`config.mk`:
```
export PLATFORM = sky130hd
export DESIGN_NAME = halt_power_ctrl
export DESIGN_NICKNAME = d
export VERILOG_FILES = /design/src/rtl/halt_pm_pkg.sv /design/src/rtl/halt_pm_datapath.sv /design/src/rtl/halt_pm_control.sv /design/src/rtl/halt_power_ctrl.sv
export SDC_FILE = /design/constraint.sdc
export NUM_CORES = 1
export LEC_CHECK = 0
export BUFFER_PORTS_ARGS = -buffer_cell sky130_fd_sc_hd__buf_2
export CORE_MARGIN = 10
export CORE_UTILIZATION = 45
export DETAILED_ROUTE_END_ITERATION = 7
export MAX_ROUTING_LAYER = met4
export PLACE_DENSITY = 0.76
export SYNTH_ARGS = -nofsm -noshare
export SYNTH_HDL_FRONTEND = slang
export SYNTH_HIERARCHICAL = 1
export SYNTH_SLANG_ARGS = --single-unit
```
`constraint.sdc`:
```
create_clock -name clk -period 2 [get_ports clk]
set_clock_uncertainty 0.1 [all_clocks]
set_input_delay 0.1 -clock clk [delete_from_list [all_inputs] [get_ports clk]]
set_output_delay 0.1 -clock clk [all_outputs]
set_load 0.02 [all_outputs]
```
`src/rtl/halt_pm_pkg.sv`:
```
package halt_pm_pkg;

  typedef enum logic [1:0] {
    ST_RUN      = 2'd0,
    ST_HALT_STD = 2'd1,
    ST_HALT_ACT = 2'd2,
    ST_SETTLE   = 2'd3
  } pmState_t;

  // Strobes from control to datapath
  typedef struct packed {
    logic cntClear;   // zero the settle counter (halt entry)
    logic cntRun;     // advance the settle counter
    logic causeLoad;  // capture the wake cause
  } dpCtrl_t;

endpackage

```
`src/rtl/halt_pm_datapath.sv`:
```
module halt_pm_datapath
  import halt_pm_pkg::*;
#(
  parameter int STAB_CYCLES = 4096,
  parameter int NIRQ        = 8
) (
  input  logic            clk,
  input  logic            rstN,
  input  dpCtrl_t         ctrl,
  input  logic            extReset,
  input  logic [NIRQ-1:0] irqLines,
  input  logic [NIRQ-1:0] irqHaltWake,
  output logic            wakeAny,
  output logic            stabDone,
  output logic            causeReset
);

  localparam int CNT_W = (STAB_CYCLES > 1) ? $clog2(STAB_CYCLES) : 1;
  localparam logic [CNT_W-1:0] TERM = CNT_W'(STAB_CYCLES - 1);

  logic [CNT_W-1:0] settleCnt;
  logic [NIRQ-1:0]  hitVec;
  logic             irqWake;

  // Per-line halt-exit qualification
  for (genvar i = 0; i < NIRQ; i++) begin : g_hit
    assign hitVec[i] = irqLines[i] & irqHaltWake[i];
  end

  assign irqWake  = |hitVec;
  assign wakeAny  = extReset | irqWake;
  assign stabDone = (settleCnt == TERM);

  always_ff @(posedge clk or negedge rstN) begin
    if (!rstN) begin
      settleCnt <= '0;
    end else if (ctrl.cntClear) begin
      settleCnt <= '0;
    end else if (ctrl.cntRun) begin
      settleCnt <= stabDone ? '0 : settleCnt + 1'b1;
    end
  end

  // Reset outranks an interrupt in the same cycle
  always_ff @(posedge clk or negedge rstN) begin
    if (!rstN) begin
      causeReset <= 1'b0;
    end else if (ctrl.causeLoad) begin
      causeReset <= extReset;
    end
  end

endmodule

```
`src/rtl/halt_pm_control.sv`:
```
module halt_pm_control
  import halt_pm_pkg::*;
(
  input  logic     clk,
  input  logic     rstN,
  input  logic     haltReq,
  input  logic     oscIntEn,
  input  logic     wdgEnable,
  input  logic     wdgHaltOpt,
  input  logic     wakeAny,
  input  logic     stabDone,
  output dpCtrl_t  ctrl,
  output pmState_t state,
  output logic     wdgResetReq,
  output logic     intMaskClr,
  output logic     wakeValid,
  output logic     cpuClkEn,
  output logic     oscEn,
  output logic     periphClkEn
);

  pmState_t stateNext;
  logic     wdgNext;
  logic     maskNext;
  logic     wakeNext;

  always_comb begin
    stateNext = state;
    wdgNext   = 1'b0;
    maskNext  = 1'b0;
    wakeNext  = 1'b0;
    ctrl      = '0;
    unique case (state)
      ST_RUN: begin
        if (haltReq) begin
          if (oscIntEn) begin
            stateNext     = ST_HALT_ACT;
            maskNext      = 1'b1;
            ctrl.cntClear = 1'b1;
          end else if (wdgEnable && !wdgHaltOpt) begin
            wdgNext = 1'b1;
          end else begin
            stateNext     = ST_HALT_STD;
            maskNext      = 1'b1;
            ctrl.cntClear = 1'b1;
          end
        end
      end
      ST_HALT_STD: begin
        if (wakeAny) begin
          stateNext      = ST_SETTLE;
          ctrl.causeLoad = 1'b1;
        end
      end
      ST_HALT_ACT: begin
        if (wakeAny) begin
          stateNext      = ST_RUN;
          ctrl.causeLoad = 1'b1;
          wakeNext       = 1'b1;
        end
      end
      ST_SETTLE: begin
        ctrl.cntRun = 1'b1;
        if (stabDone) begin
          stateNext = ST_RUN;
          wakeNext  = 1'b1;
        end
      end
      default: stateNext = ST_RUN;
    endcase
  end

  always_ff @(posedge clk or negedge rstN) begin
    if (!rstN) begin
      state       <= ST_RUN;
      wdgResetReq <= 1'b0;
      intMaskClr  <= 1'b0;
      wakeValid   <= 1'b0;
    end else begin
      state       <= stateNext;
      wdgResetReq <= wdgNext;
      intMaskClr  <= maskNext;
      wakeValid   <= wakeNext;
    end
  end

  assign oscEn       = (state != ST_HALT_STD);
  assign cpuClkEn    = (state == ST_RUN) || ((state == ST_SETTLE) && stabDone);
  assign periphClkEn = cpuClkEn;

endmodule

```
`src/rtl/halt_power_ctrl.sv`:
```
module halt_power_ctrl
  import halt_pm_pkg::*;
#(
  parameter int STAB_CYCLES = 4096,
  parameter int NIRQ        = 8
) (
  input  logic            clk,
  input  logic            rstN,
  input  logic            haltReq,
  input  logic            oscIntEn,
  input  logic            wdgEnable,
  input  logic            wdgHaltOpt,
  input  logic            extReset,
  input  logic [NIRQ-1:0] irqLines,
  input  logic [NIRQ-1:0] irqHaltWake,
  output logic            cpuClkEn,
  output logic            oscEn,
  output logic            periphClkEn,
  output logic            wdgResetReq,
  output logic            intMaskClr,
  output logic            wakeValid,
  output logic            wakeToReset,
  output logic            pushCc
);

  dpCtrl_t  dpCtrl;
  pmState_t pmState;
  logic     wakeAny;
  logic     stabDone;
  logic     causeReset;

  halt_pm_control u_control (
    .clk         (clk),
    .rstN        (rstN),
    .haltReq     (haltReq),
    .oscIntEn    (oscIntEn),
    .wdgEnable   (wdgEnable),
    .wdgHaltOpt  (wdgHaltOpt),
    .wakeAny     (wakeAny),
    .stabDone    (stabDone),
    .ctrl        (dpCtrl),
    .state       (pmState),
    .wdgResetReq (wdgResetReq),
    .intMaskClr  (intMaskClr),
    .wakeValid   (wakeValid),
    .cpuClkEn    (cpuClkEn),
    .oscEn       (oscEn),
    .periphClkEn (periphClkEn)
  );

  halt_pm_datapath #(
    .STAB_CYCLES (STAB_CYCLES),
    .NIRQ        (NIRQ)
  ) u_datapath (
    .clk         (clk),
    .rstN        (rstN),
    .ctrl        (dpCtrl),
    .extReset    (extReset),
    .irqLines    (irqLines),
    .irqHaltWake (irqHaltWake),
    .wakeAny     (wakeAny),
    .stabDone    (stabDone),
    .causeReset  (causeReset)
  );

  assign wakeToReset = wakeValid & causeReset;
  assign pushCc      = wakeValid & ~causeReset;

endmodule

```
==> Word level (Yosys, flattened, before mapping) <==
Index checks and enable logic that the tools add are counted.
{ "classes": {"addsub": 1, "n_eq_ne": 10, "muxes": 23, "n_bitwise": 12, "reduce_logical": 9} }
{ "ops": {"columns": ["operator", "count"], "rows": [
  ["12-bit two-way mux", 3],
  ["12-bit by 1-bit adder with 12-bit output, second input constant", 1],
  ["12-bit == test, second input constant", 1],
  ["1-bit two-way mux", 12],
  ["2-bit two-way mux", 6],
  ["1-bit AND", 10],
  ["2-bit by 1-bit != test with 1-bit output, second input constant", 4],
  ["2-bit case mux with 4 select lines", 1],
  ["8-bit OR reduction", 1],
  ["5-bit AND reduction", 1],
  ["2-bit == test, second input constant", 2],
  ["3-bit != test, second input constant", 1],
  ["2-bit by 1-bit == test with 1-bit output, second input constant", 1],
  ["1-bit logical AND", 2],
  ["2-bit zero test", 1],
  ["2-bit != test, second input constant", 1],
  ["1-bit case mux with 2 select lines", 1],
  ["2-bit nonzero test", 1],
  ["2-bit OR reduction", 1],
  ["1-bit zero test", 1],
  ["1-bit logical OR", 1],
  ["1-bit inverter", 1],
  ["1-bit bitwise OR", 1]
]} }
{ "totals": {"ff_bits": 18, "input_bits": 23, "output_inout_bits": 8, "wordCells": 61} }

==> Depth between registers and ports, before layout <==
Gate-level depths: netlist of the first run.
{ "depth": {"depth_word": 7, "mapped_depth": 10, "ltp_nobuf": 8} }

==> Modules after synthesis <==
The synthesis of the first run kept the hierarchy.
{ "modules_own_cells": {"columns": ["module", "instances", "cells_each", "area_each_um2", "seq_area_each_um2"], "rows": [
  ["halt_pm_datapath", 1, 69, 711.9, 325.3],
  ["halt_pm_control", 1, 32, 336.6, 125.1],
  ["halt_power_ctrl", 1, 2, 16.3, 0.0]
]} }

==> Worst setup path after synthesis of the first run <==
Ideal clock, no wire load.
{ "synth_timing": {"kind": "register to register", "start": "reg u_control.state[0]", "end": "reg u_datapath.settleCnt[5]", "arrival_time_ps": 1800, "required_time_ps": 1822, "setup_slack_ps": 22, "stages_incl_launch_ff": 10, "n_path_buf": 2, "synth_period_minus_slack_ps": 1978, "cell_sequence": "dfrtp_1 > inv_1 > ha_1 > nand2_1 > a21oi_1 > buf_4 > buf_2 > o2111ai_4 > or3_1 > a21oi_1"} }
{ "synth_between": {"elab_chain_cells": 3, "word_cells_on_any_way": 6} }
{ "synth_rtl": {"columns": ["element", "line", "source"], "rows": [
  ["start, declared", "halt_pm_control.sv:13", "output pmState_t state,"],
  ["start signal, assigned", "halt_pm_control.sv:80", "state <= stateNext;"],
  ["2-bit zero test *", null, null],
  ["1-bit two-way mux *", null, null],
  ["named net u_control.maskNext", "halt_pm_control.sv:24", "logic maskNext;"],
  ["12-bit two-way mux / 2-bit nonzero test (equally long branches)", null, null],
  ["end signal, assigned", "halt_pm_datapath.sv:40", "settleCnt <= stabDone ? '0 : settleCnt + 1'b1;"],
  ["end, declared", "halt_pm_datapath.sv:21", "logic [CNT_W-1:0] settleCnt;"]
]} }
The timed path passes the listed nets; every way through them passes the cells marked *.
A chain may end at the register's enable or synchronous reset.

==> Final worst setup path of the first run <==
{ "layout_timing": {"start": "reg u_datapath.settleCnt[0]", "end": "out cpuClkEn"} }
{ "layout_between": {"elab_chain_cells": 3} }
{ "layout_rtl": {"columns": ["element", "line", "source"], "rows": [
  ["12-bit == test", "halt_pm_datapath.sv:32", "assign stabDone = (settleCnt == TERM);"],
  ["named net stabDone", "halt_power_ctrl.sv:29", "logic stabDone;"],
  ["1-bit logical AND", "halt_pm_control.sv:88", "assign cpuClkEn = (state == ST_RUN) || ((state == ST_SETTLE) && stabDone);"],
  ["1-bit logical OR", "halt_pm_control.sv:88", null],
  ["end, declared", "halt_power_ctrl.sv:16", "output logic cpuClkEn,"]
]} }
The timed path passes the listed nets, and every way through them passes these cells.

==> results of run 1 <==
-- how the worst min path moves through the flow --
stage | endpoint | slack, ps
final | u_control/state[0] | 60
after global routing | u_control/state[0] | 70
after CTS | u_control/state[0] | 50
after detailed placement | u_datapath/settleCnt[5] | -40
after global placement | u_datapath/settleCnt[5] | -50
after floorplan | u_control/intMaskClr | -300
-- where the power goes --
group	total (uW)	switching, uW	leakage (uW)	internal, uW
combinational	42.0	18.0	0.000451	24.0
sequential	364	0	0.000219	364
clock	227	116	0.0000210	111
-- stage by stage --
stage | hold WS (ps) | util
floorplan | -295.6 | -
global placement | -49.15 | 0.5574
detailed placement | -41.85 | 0.5574
CTS | 48.26 | 0.5994
global route | 70.58 | 0.6224
finish | 59.39 | 0.6224
-- final cells by class --
type | instances | share of cell area
Inverter | 5 | 0.01350
Sequential cell | 18 | 0.3249
Multi-Input combinational cell | 77 | 0.4356
Clock buffer | 4 | 0.02610
Tap cell | 28 | 0.02520
Timing Repair Buffer | 41 | 0.1746
-- sequential cells by signal, summed over array words and instances (netlist names) --
name and cells:
u_datapath/settleCnt 12, u_datapath/causeReset 1, u_control/wdgResetReq 1, u_control/state 2, u_control/intMaskClr 1, u_control/wakeValid 1
-- cells by family after synthesis --
logic type,share of synthesized area
simple gates,0.2268
compound gates,0.1481
flops,0.4230
xor+xnor,0.06581
buf+inv,0.03642
fa+ha+maj,0.07050
mux,0.02938
-- per-layer routing --
metal | global-route usage | routed length [um] | share of wire
met1 | 0.1262 | 1003 | 0.40
met4 | 0.03266 | 17 | 0.0068
met3 | 0.04187 | 90 | 0.036
met2 | 0.2051 | 1389 | 0.56
met5 | - | 0 | 0
-- repair_timing --
action,in CTS,in global routing
resized for setup,2,6
pin swaps,0,2
setup endpoints to repair,5,10
buffers inserted,2,3
hold endpoints to repair,20,0
hold buffers,4,0
-- synth_stat cells --
cell type and count:
dfrtp_1 18, nor2_1 9, a21oi_1 6, ha_1 6, nand2_1 6, nand3_1 6
inv_1 5, xor2_1 5, nand2b_1 4, o21ai_0 3, xnor2_1 3, a22o_1 2
buf_4 2, mux2i_1 2, or3_1 2, a21o_1 1, a221oi_1 1, a222oi_1 1
a41o_1 1, and2_1 1, and2_2 1, and2b_2 1, and3_1 1, and4_1 1
and4_2 1, buf_2 1, mux2_2 1, nand3b_1 1, nand4_1 1, nand4_2 1
nand4bb_1 1, nor2_2 1, nor3_1 1, nor4_2 1, nor4b_1 1, o2111ai_2 1
o2111ai_4 1, o211a_1 1, o21a_1 1
-- worst reg2reg max path, stage by stage (launching register included) --
cell and delay, ps:
dfrtp_1 420, inv_2 120, ha_4 160, nand2_1 70, a21oi_1 130, buf_4 160
o2111ai_4 160, or3_1 350, a21oi_1 140
==> results.md, run 1 <==
- Status: finished, final reports clean
- Top achievable clock speed: 527.9 MHz
- Num CTS Buffers: 3
- Area Overhead vs Synth: 30.55%
- TritonCTS clock tree: done
- HP Class: input pin to flop
- Synthesized flop and latch total: 18
- Power Total: 633.1 uW
- 1st-iter DRT viols: 28
- Vias in the first global route: 920
- CP arrival: 1690 ps
- Total gr overflow: 0
- Crit path depth: 6
- Crit-path max cell delay: 470 ps
- Most common cell after layout, fill and taps aside: buf_2
- Starting Density: 0.4768
- Max Buffers Root-to-Sink: 2
- Slew @ Worst Pin: 410.1 ps
- DRC errors left: 0
- Critical path endpoint: cpuClkEn
- Net count after synthesis: 132
- Layout cells sized above 1: 0.3862
- Placed Instance Area: 0.001245 mm2
- Mapped Avg Cell Area: 10.34 um2
- Vias: 915
- Clock Sink Count: 18
- Mapped cell area: 0.001065 mm2
- Cell family with most CP delay: flip-flops
- Crit. End Element: primary output
- Post-DP HPWL: 1932 um
- Post-synth top area cell: dfrtp_1
- Rows: 17
- Post-synth cell types: 39
- Ports: 31
- Final TNS setup: 0 ps
- Synth top area cells: dfrtp_1 (42%), ha_1 (7.1%), xor2_1 (4.1%), nor2_1 (3.2%), a21oi_1 (2.8%)
- Reg2Reg Depth: 8
- Die height: 68.65 um
- First-pass GRT wire length: 4140 um
- Storage cell area: 451.7 um2
- Worst IR Drop VDD: 387.7 uV
- Die area: 0.004712 mm2
- Synthesis warning total: 6
- Seq/Total Area, Yosys: 0.4230
- Min-delay src: oscIntEn
- Clock transition at path regs: 110 ps
- Avg WL per Cell: 14.46 um
- Vias per std cell: 5.289
- GRT Util Overall: 0.1190
- Area of the multi-input gates: 605.6 um2
- Slowest stage cell, crit path: dfrtp_1
- Worst r2r src: u_control/state[0]
- Initial antenna violation count: 0
- Worst Setup Slack post-DPL: -36.99 ps
- Top cell type's share of synthesized area: 0.4230
- Power density cells: 455.5 mW/mm2
- Slew HR: 0.7266
- TritonRoute pass-1 iters: 4
- Lkg Pwr: 0.0006908 uW
- Nets: 175
- Clock root cell: clkbuf_4
- Setup crit start kind: flop
- Max Cap Viol: 0
- Most frequent cells in the layout: buf_2 (30), dfrtp_1 (17), nor2_1 (9), buf_4 (7)
- Remaining antenna violation count after routing: 0
- Reg-to-Reg End: u_datapath/settleCnt[5]
- R2r setup slk: 120 ps
- Period utilization: 0.9472
- DIE WIDTH: 68.65 um
- Placed Instances: 160
- Crit-path cells: ha_4 -> and4_1 -> nand3_1 -> inv_1 -> a21o_1 -> buf_2
- PortBufs: 30
- Post-Route WL: 2501 um
- Worst Path Required: 1800 ps
- Largest net degree at the start of global routing: 19
- Fin crit period: 1894 ps
- H-tree depth: 1
- Syn Inst Count: 103
- Setup WS post-layout: 105.5 ps
- Final Cell Area: 0.001390 mm2
- Max-slew violations: 0
- Setup violators final: 0
- Crit Path Category: flop to primary output
- Hold depth: 4
- Clk Latency, worst-skew pair: 300 ps
- CP bufs+invs: 2
- Final hold vios: 0
- GP Congestion: 0.8129
- Placeable Area: 0.002233 mm2
- Final Non-Filler Cells: 173
- Fillers: 179
- Worst Path Max Fanout: 4
- Setup crit start: u_datapath/settleCnt[0]
- # diodes: 0
Note: power is estimated with default switching activity, not from simulation.
==> inputs of run 2 (changes only) <==
--- a/config.mk
+++ b/config.mk
@@ -8,9 +8,11 @@
 export BUFFER_PORTS_ARGS = -buffer_cell sky130_fd_sc_hd__buf_2
 export CORE_MARGIN = 10
 export CORE_UTILIZATION = 45
+export CTS_BUF_LIST = sky130_fd_sc_hd__clkbuf_8 sky130_fd_sc_hd__clkbuf_16
 export DETAILED_ROUTE_END_ITERATION = 7
 export MAX_ROUTING_LAYER = met4
 export PLACE_DENSITY = 0.76
+export SETUP_SLACK_MARGIN = 0.4
 export SYNTH_ARGS = -nofsm -noshare
 export SYNTH_HDL_FRONTEND = slang
 export SYNTH_HIERARCHICAL = 1
==> run 2 against run 1 <==
Effect of this change: via count is 8.1% higher; cell count up 5.8%; worst setup slack better by 170 ps; sequential power is essentially flat; cell area up 12%; largest power group unchanged; critical endpoint unchanged; global-route usage is 2.3 points higher.
==> results.md, run 2 (synthesis gave the netlist of run 1 again) <==
- Total gr overflow: 0
- GRT Util Overall: 0.1422
- Avg WL per Cell: 16.72 um
- Num CTS Buffers: 3
- Final hold slack: 28.95 ps
- Layout cells sized above 1: 0.5161
- Power density cells: 455.6 mW/mm2
- Largest register FFs: 12
- Setup repair after global routing missed its margin: yes
- Post-Route WL: 3059 um
- H-tree depth: 1
- Regs by FF count: u_datapath/settleCnt: 12 flops, u_control/state: 2 flops
- First-pass GRT wire length: 4836 um
- # diodes: 0
- Final TNS setup: 0 ps
- 1st-iter DRT viols: 40
- Ports: 31
- Most common cell after layout, fill and taps aside: buf_2
- Crit. End Element: primary output
- CP bufs+invs: 2
- Setup violators final: 0
- Crit-path max cell delay: 360 ps
- Slowest stage cell, crit path: dfrtp_1
- R2r setup slk: 290 ps
- Max Cap Viol: 0
- Placed Instance Area: 0.001264 mm2
- Die height: 68.65 um
- Max Buffers Root-to-Sink: 2
- Vias: 989
- Rows: 17
- Worst Path Max Fanout: 3
- DRC errors left: 0
- Die area: 0.004712 mm2
- Clock root cell: clkbuf_8
- Largest net degree at the start of global routing: 19
- Placeable Area: 0.002233 mm2
- Biggest register: u_datapath/settleCnt
- Area Overhead vs Synth: 46.06%
- HP Class: input pin to flop
- TritonRoute pass-1 iters: 4
- Fin crit period: 1723 ps
- Initial antenna violation count: 0
- Top achievable clock speed: 580.3 MHz
- Worst Path Required: 1800 ps
- Status: finished, final reports clean
- Vias in the first global route: 1060
- PortBufs: 30
- Most frequent cells in the layout: buf_2 (28), buf_4 (17), dfrtp_1 (16), nor2_1 (9), xor2_1 (5)
- Clock Sink Count: 18
- Worst IR Drop VDD: 407.1 uV
- DIE WIDTH: 68.65 um
- TritonCTS clock tree: done
- Cell family with most CP delay: flip-flops
- Vias per std cell: 5.404
- Nets: 185
- Slew @ Worst Pin: 415.5 ps
- GP Congestion: 0.8409
- Period utilization: 0.8616
- Final Cell Area: 0.001555 mm2
- Post-DP HPWL: 1915 um
- Slew HR: 0.7230
- Lkg Pwr: 0.0007521 uW
- Clock transition at path regs: 70 ps
- Crit-path cells: ha_2 -> and4_4 -> nand3_4 -> inv_2 -> a21o_1 -> buf_6
- Clk Latency, worst-skew pair: 260 ps
- Remaining antenna violation count after routing: 0
- Setup crit start kind: flop
- Starting Density: 0.4768
- Fillers: 152
- Final hold vios: 0
- Crit Path Category: flop to primary output
- CP arrival: 1520 ps
- Max-slew violations: 0
## run 2: final cells by class
class,count,area (um2),share of cell area
multi-input combinational,77,663.1,0.4264
sequential,18,452.9,0.2912
timing repair buffer,51,330.3,0.2124
clock buffer,4,55.05,0.03540
tap,28,35.03,0.02253
inverter,5,18.77,0.01207
## run 2: final timing paths
check / end / startpoint / cells past startpoint
max: cpuClkEn / u_datapath/settleCnt[1] / 6
min: u_control/wdgResetReq / haltReq / 3
max reg2reg: u_datapath/settleCnt[7] / u_control/state[0] / 7
min reg2reg: u_datapath/causeReset / u_datapath/causeReset / 1
max in group asynchronous: u_datapath/settleCnt[7] / rstN / 2
min in group asynchronous: u_datapath/settleCnt[8] / rstN / 2
## run 2: layer usage
layer	up-vias	global-route usage	part of all wire
met2	29	0.2569	0.54
met4	0	0.06030	0.027
met1	482	0.1330	0.39
met5	-	-	0
met3	9	0.04992	0.050
li1	469	-	-
## run 2: worst reg2reg max path, cell delays in order (launching register included)
cell and delay (ps):
dfrtp_1 400, inv_2 100, ha_4 160, nand2_4 60
a21oi_4 190, o2111ai_4 160, or3_1 340, a21oi_1 130
## run 2: report_power, final
| part | switching [uW] | total (uW) | leakage, uW | internal (uW) |
|---|---|---|---|---|
| clock | 123 | 298 | 0.0000288 | 175 |
| combinational | 20.7 | 46.1 | 0.000504 | 25.4 |
| sequential | 0 | 364 | 0.000219 | 364 |
## run 2: metrics by stage
| stage | utilization | setup slack [ps] | cells | total power (uW) |
|---|---|---|---|---|
| after floorplan | - | 200.2 | 103 | 378.4 |
| after global placement | 0.5658 | 245.0 | 160 | 407.9 |
| after detailed placement | 0.5658 | 175.7 | 160 | 409.4 |
| after CTS | 0.6560 | 291.7 | 178 | 712.2 |
| after global routing | 0.6964 | 206.2 | 183 | 743.3 |
| final | 0.6964 | 276.8 | 183 | 708.5 |
## run 2: repair_timing
action                                  in CTS  in global routing
hold buffers                                 4                  0
pin swaps                                    9                  9
cloned                                       0                  0
buffers inserted                            10                  5
endpoints found under the setup margin      13                 13
endpoints found under the hold margin       20                  0
gates resized for setup                      8                 17
==> inputs of run 3 (changes only) <==
--- a/config.mk
+++ b/config.mk
@@ -5,13 +5,14 @@
 export SDC_FILE = /design/constraint.sdc
 export NUM_CORES = 1
 export LEC_CHECK = 0
+export ABC_AREA = 1
 export BUFFER_PORTS_ARGS = -buffer_cell sky130_fd_sc_hd__buf_2
 export CORE_MARGIN = 10
-export CORE_UTILIZATION = 45
+export CORE_UTILIZATION = 35
 export CTS_BUF_LIST = sky130_fd_sc_hd__clkbuf_8 sky130_fd_sc_hd__clkbuf_16
 export DETAILED_ROUTE_END_ITERATION = 7
 export MAX_ROUTING_LAYER = met4
-export PLACE_DENSITY = 0.76
+export PLACE_DENSITY = 0.61
 export SETUP_SLACK_MARGIN = 0.4
 export SYNTH_ARGS = -nofsm -noshare
 export SYNTH_HDL_FRONTEND = slang
==> run 3 against run 2 <==
Effect of this change: synthesized cell count increased by 57%; fmax increased by 1.4%; sequential share of layout area decreased by 4.6 points; largest cell class unchanged; cell count increased by 46%; critical path type unchanged; clock-buffer cell count unchanged; synthesized area increased by 13%; clock power about the same; combinational power increased to 20 times the previous value; critical endpoint unchanged; worst setup slack improved by 23 ps; flip-flop and latch count unchanged.
==> results.md, run 3 <==
- # diodes: 0
- Area Overhead vs Synth: 52.07%
- Nets: 251
- Status: finished, final reports clean
- HP Class: input pin to flop
- PortBufs: 30
- Combinational share of power: 0.545
- Post-DP HPWL: 2268 um
- GP Congestion: 0.8114
- Die height: 78.71 um
- Commonest cells post-synth: nand2_1 (49), nor2_1 (23), inv_1 (19)
- Layout cells sized above 1: 0.4434
- Synthesis warning total: 6
- Setup repair after global routing missed its margin: yes
- DRC errors left: 0
- Mapped cell area: 0.001206 mm2
- TritonCTS clock tree: done
- Placed Instances: 237
- Most frequent cell after synthesis: nand2_1
- TritonRoute pass-1 iters: 5
- Lkg Pwr: 0.0009351 uW
- Placed Instance Area: 0.001454 mm2
- Top achievable clock speed: 588.2 MHz
- 1st-iter DRT viols: 60
- Total gr overflow: 0
- Most frequent cells in the layout: nand2_1 (42), buf_2 (28), buf_4 (24), nor2_1 (21), dfrtp_1 (18)
- Setup crit start kind: flop
- Clock root cell: clkbuf_8
- GRT Util Overall: 0.1078
- Die area: 0.006194 mm2
- Avg WL per Cell: 11.79 um
- Remaining antenna violation count after routing: 0
- Min-delay src: haltReq
- Fin crit period: 1700 ps
- Sequential power share: 0.277
- Final hold slack: 24.54 ps
- Rows: 21
- Biggest register: u_datapath/settleCnt
- Crit Path Category: flop to primary output
- Top cell type's share of synthesized area: 0.3734
- Vias per std cell: 4.618
- Clk Latency, worst-skew pair: 260 ps
- Regs by FF count: u_datapath/settleCnt: 12 flops, u_control/state: 2 flops
- Largest register FFs: 12
- Max Cap Viol: 0
- Post-synth top area cell: dfrtp_1
- P_sw: 669.6 uW
- Mapped Avg Cell Area: 7.445 um2
- Syn Inst Count: 162
- Reg-to-Reg End: u_datapath/settleCnt[5]
- Worst r2r src: u_control/state[1]
- Post-synth cell types: 26
- Synth top area cells: dfrtp_1 (37%), nand2_1 (15%), nor2_1 (7.2%), ha_1 (6.2%), inv_1 (5.9%)
- Fillers: 321
- Slew HR: 0.7303
- Max-slew violations: 0
- Final Cell Area: 0.001834 mm2
- Number of synthesized flops with an enable pin: 0
- Final Non-Filler Cells: 267
- Starting Density: 0.3615
- Final TNS setup: 0 ps
- Clock Sink Count: 18
- Worst Setup Slack post-DPL: 196.7 ps
- Int Power: 1023 uW
- Setup WS post-layout: 300.0 ps
- Clock transition at path regs: 70 ps
- CP arrival: 1500 ps
- Max Buffers Root-to-Sink: 2
- Worst IR Drop VDD: 906.6 uV
- Net count after synthesis: 191
- Largest net degree at the start of global routing: 19
- Setup violators final: 0
- First-pass GRT wire length: 5333 um
- Worst Path Required: 1800 ps
- Crit. End Element: primary output
- Post-Route WL: 3149 um
- Ports: 31
- Period utilization: 0.8500
- Vias in the first global route: 1238
- Most common cell after layout, fill and taps aside: nand2_1
- DIE WIDTH: 78.71 um
- Hold depth: 3
- H-tree depth: 1
- Seq/Total Area, Yosys: 0.3734
- Clk pwr share: 0.178
- Prevailing post-synth register cell: dfrtp_1
- Switching Fraction: 0.3957
- Power density cells: 922.6 mW/mm2
- Synthesized flop and latch total: 18
- Worst Path Max Fanout: 2
- Placeable Area: 0.003337 mm2
- R2r setup slk: 320 ps
- Async set-reset flop share out of synthesis: 1.000
- Reg2Reg Depth: 10
- Vias: 1233
- Slew @ Worst Pin: 404.6 ps
- Hold worst-path end: u_control/wdgResetReq
- Initial antenna violation count: 0
- Num CTS Buffers: 3
- Final hold vios: 0
## run 3: cell types whose count changed after synthesis, moves of 3 or more
cell,previous run,this run
nor2_1,9,23
inv_1,5,19
nand2b_1,4,0
a21oi_1,6,2
xor2_1,5,2
nand3_2,0,3
nand4_1,1,6
nand2_1,6,49
o21bai_1,0,4
## run 3: metal layers
layer,track usage,share of wire,vias to the layer above
met2,0.1776,0.46,38
met3,0.04054,0.056,2
met1,0.1210,0.48,561
met4,0.02688,0.0054,0
li1,-,-,632
met5,-,0,-
## run 3: stage by stage
stage               power, uW    util
floorplan               998.4       -
global placement         1167  0.4357
detailed placement       1168  0.4357
CTS                      1667  0.5212
global route             1816  0.5497
finish                   1692  0.5497
## run 3: worst max-delay path by stage
stage                                         from                      end  slack (ps)  depth (start not counted)
final                     u_datapath/settleCnt[10]                 cpuClkEn         300                          7
after detailed placement        u_control/state[1]  u_datapath/settleCnt[5]         200                         10
after floorplan                 u_control/state[1]  u_datapath/settleCnt[5]         340                         11
after global placement          u_control/state[1]  u_datapath/settleCnt[5]         260                         10
after CTS                  u_datapath/settleCnt[7]                 cpuClkEn         260                          7
after global routing            u_control/state[0]  u_datapath/settleCnt[8]         190                          9
## run 3: critical path, stage by stage, from the launching register on
cell      delay [ps]
dfrtp_1          380
nand2_2           80
nor2_4           110
inv_2             50
nor4_4           220
inv_2             90
o21bai_4         170
buf_6            140
## run 3: cell families after synthesis
family / Yosys count / share of synthesized area
compound gates: 11 / 0.06536
xor+xnor: 3 / 0.02179
fa+ha+maj: 6 / 0.06224
buf+inv: 23 / 0.07780
flops: 18 / 0.3734
mux: 1 / 0.009335
simple gates: 100 / 0.3900
## run 3: timing repair
item                                    4_1_cts  5_1_grt
hold buffers                                  2        0
pin swaps                                     9       14
hold endpoints to repair                     19        0
cloned                                        0        0
endpoints found under the setup margin       14       15
gates resized for setup                      18       13
buffers inserted                             19        5
## run 3: cell type report
class                   instances  area (um2)  area share
well taps                      46       57.56     0.03138
flip-flops and latches         18       450.4      0.2456
clock buffers                   4       55.05     0.03001
repair buffers                 57       374.1      0.2040
multi-input cells             121       813.3      0.4434
inverters                      21       83.83     0.04570
## run 3: power by group through the flow
| stage | registers, uW | logic, uW | clock network, uW |
|---|---|---|---|
| floorplan | 497 | 501 | 0 |
| finish | 469 | 922 | 301 |
| global placement | 481 | 687 | 0 |
| global route | 476 | 1010 | 326 |
| detailed placement | 483 | 685 | 0 |
| CTS | 470 | 886 | 311 |
